[config.mk]
export PLATFORM = sky130hd
export DESIGN_NAME = rx_accept_arbiter
export DESIGN_NICKNAME = d
export VERILOG_FILES = /design/src/rtl/rxacc_pkg.sv /design/src/rtl/rxacc_ctrl.sv /design/src/rtl/rxacc_datapath.sv /design/src/rtl/rx_accept_arbiter.sv
export SDC_FILE = /design/constraint.sdc
export NUM_CORES = 1
export LEC_CHECK = 0
export BUFFER_PORTS_ARGS = -buffer_cell sky130_fd_sc_hd__buf_2
export CAP_MARGIN = 15
export CORE_ASPECT_RATIO = 0.9
export CORE_MARGIN = 2
export CORE_UTILIZATION = 57
export DETAILED_ROUTE_END_ITERATION = 8
export PLACE_DENSITY = 0.88
export SYNTH_ARGS = -nofsm -noshare
export SYNTH_HDL_FRONTEND = slang
export SYNTH_HIERARCHICAL = 1
export SYNTH_SLANG_ARGS = --single-unit
[constraint.sdc]
create_clock -name clk -period 2.8 [get_ports clk]
set_input_delay 0.28 -clock clk [delete_from_list [all_inputs] [get_ports clk]]
set_output_delay 0.28 -clock clk [all_outputs]
set_load 0.01 [all_outputs]
[src/rtl/rxacc_pkg.sv]
package rxacc_pkg;
  // Strobes from the frame controller to the verdict datapath.
  typedef struct packed {
    logic clrSticky;  // delimiter accepted: start new frame
    logic inWindow;   // reject capture window open this cycle
    logic fire;       // frame closes this cycle: register verdict
    logic runt;       // frame shorter than the full window
  } rxaccStrobe_t;
endpackage

[src/rtl/rxacc_ctrl.sv]
module rxacc_ctrl
  import rxacc_pkg::*;
#(
  parameter int WIN_START = 2,
  parameter int WIN_END   = 512
) (
  input  logic         clk,
  input  logic         rstN,
  input  logic         runEn,
  input  logic         bitTick,
  input  logic         sfdSeen,
  input  logic         frameEnd,
  output rxaccStrobe_t stb
);
  localparam int CNT_W = $clog2(WIN_END + 1);
  localparam logic [CNT_W-1:0] START_V = CNT_W'(WIN_START);
  localparam logic [CNT_W-1:0] END_V   = CNT_W'(WIN_END);

  logic             inFrame;
  logic [CNT_W-1:0] bitCnt;

  always_ff @(posedge clk or negedge rstN) begin
    if (!rstN) begin
      inFrame <= 1'b0;
      bitCnt  <= '0;
    end else if (!runEn) begin
      inFrame <= 1'b0;
    end else if (sfdSeen) begin
      inFrame <= 1'b1;
      bitCnt  <= '0;
    end else if (inFrame) begin
      if (frameEnd) begin
        inFrame <= 1'b0;
      end else if (bitTick && (bitCnt != END_V)) begin
        bitCnt <= bitCnt + 1'b1;
      end
    end
  end

  logic active;
  assign active = runEn && inFrame && !sfdSeen;

  always_comb begin
    stb.clrSticky = runEn && sfdSeen;
    stb.inWindow  = active && !frameEnd && (bitCnt >= START_V) && (bitCnt < END_V);
    stb.fire      = active && frameEnd;
    stb.runt      = bitCnt < END_V;
  end
endmodule

[src/rtl/rxacc_datapath.sv]
module rxacc_datapath
  import rxacc_pkg::*;
#(
  parameter int SYNC_STAGES = 2
) (
  input  logic         clk,
  input  logic         rstN,
  input  logic         extRejectN,
  input  rxaccStrobe_t stb,
  input  logic         matchPhys,
  input  logic         matchLogic,
  input  logic         matchBcast,
  input  logic         cfgPromisc,
  input  logic         cfgExtEn,
  input  logic         cfgRuntOk,
  input  logic         cfgNoBcast,
  input  logic         cfgNoPhys,
  input  logic         cfgFilterZero,
  output logic         decValid,
  output logic         decAccept
);
  localparam int LAST = SYNC_STAGES - 1;

  logic [SYNC_STAGES-1:0] syncQ;
  logic                   rejSeen;
  logic                   sticky;
  logic                   hit;
  logic                   verdict;

  generate
    if (SYNC_STAGES > 1) begin : g_chain
      always_ff @(posedge clk or negedge rstN) begin
        if (!rstN) syncQ <= '1;
        else       syncQ <= {syncQ[SYNC_STAGES-2:0], extRejectN};
      end
    end else begin : g_single
      always_ff @(posedge clk or negedge rstN) begin
        if (!rstN) syncQ <= '1;
        else       syncQ <= extRejectN;
      end
    end
  endgenerate

  assign rejSeen = !syncQ[LAST];

  always_ff @(posedge clk or negedge rstN) begin
    if (!rstN)                        sticky <= 1'b0;
    else if (stb.clrSticky)           sticky <= 1'b0;
    else if (stb.inWindow && rejSeen) sticky <= 1'b1;
  end

  assign hit = (matchPhys  && !cfgNoPhys)  ||
               (matchBcast && !cfgNoBcast) ||
               (matchLogic && !cfgFilterZero);

  always_comb begin
    if (cfgPromisc)                  verdict = 1'b1;
    else if (stb.runt && !cfgRuntOk) verdict = 1'b0;
    else if (hit)                    verdict = 1'b1;
    else if (cfgExtEn)               verdict = !sticky;
    else                             verdict = 1'b0;
  end

  always_ff @(posedge clk or negedge rstN) begin
    if (!rstN) begin
      decValid  <= 1'b0;
      decAccept <= 1'b0;
    end else begin
      decValid  <= stb.fire;
      decAccept <= stb.fire && verdict;
    end
  end
endmodule

[src/rtl/rx_accept_arbiter.sv]
module rx_accept_arbiter
  import rxacc_pkg::*;
#(
  parameter int WIN_START   = 2,
  parameter int WIN_END     = 512,
  parameter int SYNC_STAGES = 2
) (
  input  logic clk,
  input  logic rstN,
  input  logic runEn,
  input  logic bitTick,
  input  logic sfdSeen,
  input  logic frameEnd,
  input  logic matchPhys,
  input  logic matchLogic,
  input  logic matchBcast,
  input  logic cfgPromisc,
  input  logic cfgExtEn,
  input  logic cfgRuntOk,
  input  logic cfgNoBcast,
  input  logic cfgNoPhys,
  input  logic cfgFilterZero,
  input  logic extRejectN,
  output logic decValid,
  output logic decAccept
);
  rxaccStrobe_t stb;

  rxacc_ctrl #(.WIN_START(WIN_START), .WIN_END(WIN_END)) u_ctrl (
    .clk(clk), .rstN(rstN), .runEn(runEn), .bitTick(bitTick),
    .sfdSeen(sfdSeen), .frameEnd(frameEnd), .stb(stb)
  );

  rxacc_datapath #(.SYNC_STAGES(SYNC_STAGES)) u_dp (
    .clk(clk), .rstN(rstN), .extRejectN(extRejectN), .stb(stb),
    .matchPhys(matchPhys), .matchLogic(matchLogic), .matchBcast(matchBcast),
    .cfgPromisc(cfgPromisc), .cfgExtEn(cfgExtEn), .cfgRuntOk(cfgRuntOk),
    .cfgNoBcast(cfgNoBcast), .cfgNoPhys(cfgNoPhys), .cfgFilterZero(cfgFilterZero),
    .decValid(decValid), .decAccept(decAccept)
  );
endmodule

==> impl_metrics.csv <==
group,metric,value,unit
clock_tree,postCtsSetupBuffers,0,
timing,period_share,62.9,%
yosys,seq_area_frac_synth,43.0,%
finish,final_cell_area,1090,um^2
grt,antenna_found_initial,0,
yosys,yosysWarnings,6,
clock_tree,cts-resized-gates,0,
yosys,synth_top_area_share,37.4,%
setup_path,start_kind,"flip-flop",
setup_path,crit_path_max_incr_delay,0.47,ns
clock_tree,cts_tree,"done",
die,initial_core_util,62.5,%
placement,dp.cells,127,
finish,final_core_util,73.2,%
timing,setup_viol,0,
clock_tree,cts.path.max_buffers,2,
detailed_routing,vias_per_cell,5.88,
yosys,synth_edf_count,0,
clock_tree,clock-sinks,16,
grt,grt_pass1_wl,3200,um
finish,nets,129,
power,ir_drop,0.000352,V
grt,grt_use_total,22.4,%
timing,fin_tns_setup,0,ns
min_path,hp-class,"input port to flip-flop",
detailed_routing,ant_nets,0,
detailed_routing,drc,0,
setup_path,crit_path_end_kind,"flip-flop",
power,report.power.total,459,uW
clock_tree,cts_root_buffer,"clkbuf_4",
finish,area_growth,17.0,%
yosys,synth.distinct_cells,32,
power,p_leak,0.000557,uW
detailed_routing,wl_per_cell,15.1,um
timing,max_slew.worst_pin.slew,0.450,ns
die,die_h,42.4,um
yosys,synth_seq_cells,16,
power,p_per_area,420,nW/um^2
yosys,yosys-top-cells-count,"14 x dfrtp_1, 11 x inv_1, 8 x nor2_1",
run,maxCapViolCount,0,
setup_path,worstPathArrival,1.92,ns
yosys,synthCells,88,
clock_tree,hold_buffers,1,
detailed_routing,wirelength,2000,um
finish,fillCellCount,124,
yosys,syn_area,936,um^2
yosys,yosys-top-cells-area,"dfrtp_1 37%, dfstp_2 5.6%, nor4_4 4.5%",
yosys,postSynthNetCount,106,
die,die_w,46.7,um
timing,finalMaxSlewViolations,0,
yosys,synth.most_common_cell,"dfrtp_1",
detailed_routing,vias,776,
clock_tree,cts-buffers-inserted,3,
setup_path,path_cells,"nor4_4, a311oi_4, and3_1, a221o_1",
yosys,async_flop_share,100,%
timing,min_period,1.76,ns
die,rows,13,
die,ios,18,
grt,grt_max_degree,17,
detailed_routing,drtIter0Drc,31,
timing,fmax,568,MHz
die,core_area,1500,um^2
clock_tree,insertion_delay,0.28,ns
timing,rsz0062_at_grt,"no",
placement,postPlaceCellArea,1050,um^2
grt,grt.overflow.total,0,
clock_tree,path_clk_slew,0.09,ns
placement,hpwl,1510,um
yosys,synth_flop_cell,"dfrtp_1",
outcome,status,"completed",
placement,gp_congestion,0.860,
placement,port-buffer-count,17,
yosys,synth.largest_area_cell,"dfrtp_1",
clock_tree,h-tree-depth,1,
die,die_area,1980,um^2
detailed_routing,drtPass1Iterations,4,
setup_path,required,2.96,ns
setup_path,worstPathMaxFanout,10,
yosys,avgSynthCellArea,10.6,um^2
finish,drive_gt1_share,30.9,%
grt,grt_pass1_vias,733,
finish,antenna_cells,0,
timing,hold_viol_final,0,
timing,fin_skew,0.00792,ns
finish,final_cells,132,
setup_path,crit_path_top_delay_cell,"dfrtp_1",
setup_path,critPathKind,"flip-flop to flip-flop",
timing,max-slew-margin-rel,70.0,%
[registers in the layout (all words and copies together), names as in the netlist]
signal,cells
u_ctrl/bitCnt,10
u_dp/syncQ,2
u_ctrl/inFrame,1
u_dp/decAccept,1
u_dp/decValid,1
u_dp/sticky,1
[through the flow]
| step | hold slack (ns) | worst slack [ns] |
|---|---|---|
| final | 0.107 | 1.04 |
| after global routing | 0.0824 | 0.959 |
| after CTS | 0.102 | 1.06 |
| after detailed placement | 0.208 | 1.09 |
| after global placement | 0.202 | 1.13 |
| after floorplan | -0.0156 | 1.21 |
[cell families (layout without fill, tap and decap cells)]
family,Yosys count,in the layout,share of synthesized area [%]
AND/OR/NAND/NOR,37,37,27.4
AO/OA/AOI/OAI,21,21,21.3
flip-flops,16,16,43.0
buffers and inverters,11,33,4.41
adder cells (fa/ha/maj),2,2,2.67
multiplexers,1,1,1.20
[cell usage in the layout (no fill, tap or decap), drive strengths merged, types with 2 or more instances in the layout]
cell     n
nand2    5
nor2b    2
dfrtp   14
a21oi    2
nor2     8
buf     17
nand4    3
inv     11
ha       2
nor3     3
nor4     2
a221o    3
nand3    2
clkbuf   4
and3     7
o22ai    2
dfstp    2
o21ai    4
a211o    3
[report_power, final]
part / switching (uW) / leakage [uW] / internal, uW
Sequential: 10.1 / 0.000212 / 239
Combinational: 33.3 / 0.000324 / 27.6
Clock: 70.0 / 0.0000210 / 79.0
Total: 113 / 0.000557 / 346
[worst paths after layout]
check | start | to | slack, ns | depth (start not counted)
setup / recovery | u_ctrl/bitCnt[6] | u_ctrl/bitCnt[4] | 1.04 | 4
hold / removal | extRejectN | u_dp/syncQ[0] | 0.11 | 1
setup reg to reg | u_ctrl/bitCnt[6] | u_ctrl/bitCnt[4] | 1.04 | 4
hold reg to reg | u_dp/syncQ[0] | u_dp/syncQ[1] | 0.37 | 0
max in group asynchronous | rstN | u_dp/syncQ[0] | 2.07 | 2
min in group asynchronous | rstN | u_ctrl/bitCnt[8] | 0.42 | 2
[cell type report]
| type | count | area, um^2 | share of cell area [%] |
|---|---|---|---|
| multi-input cells | 61 | 492 | 44.9 |
| flip-flops and latches | 16 | 403 | 36.8 |
| repair buffers | 18 | 95.1 | 8.69 |
| inverters | 11 | 41.3 | 3.77 |
| clock buffers | 4 | 36.3 | 3.31 |
| well taps | 22 | 27.5 | 2.51 |
[metal layers]
metal	routed length, um	vias up	GRT usage (%)
met5	0	-	0
met4	47	0	9.44
met3	76	6	2.59
met2	993	23	35.3
met1	882	371	30.6
li1	-	376	-
[critical path, delay by kind of cell (launching register included)]
| kind | cells | cell delay, ns |
|---|---|---|
| DFF | 1 | 0.47 |
| and+or+nand+nor | 2 | 0.68 |
| AOI/OAI and AO/OA | 2 | 0.50 |
Note: power is estimated with default switching activity, not from simulation.
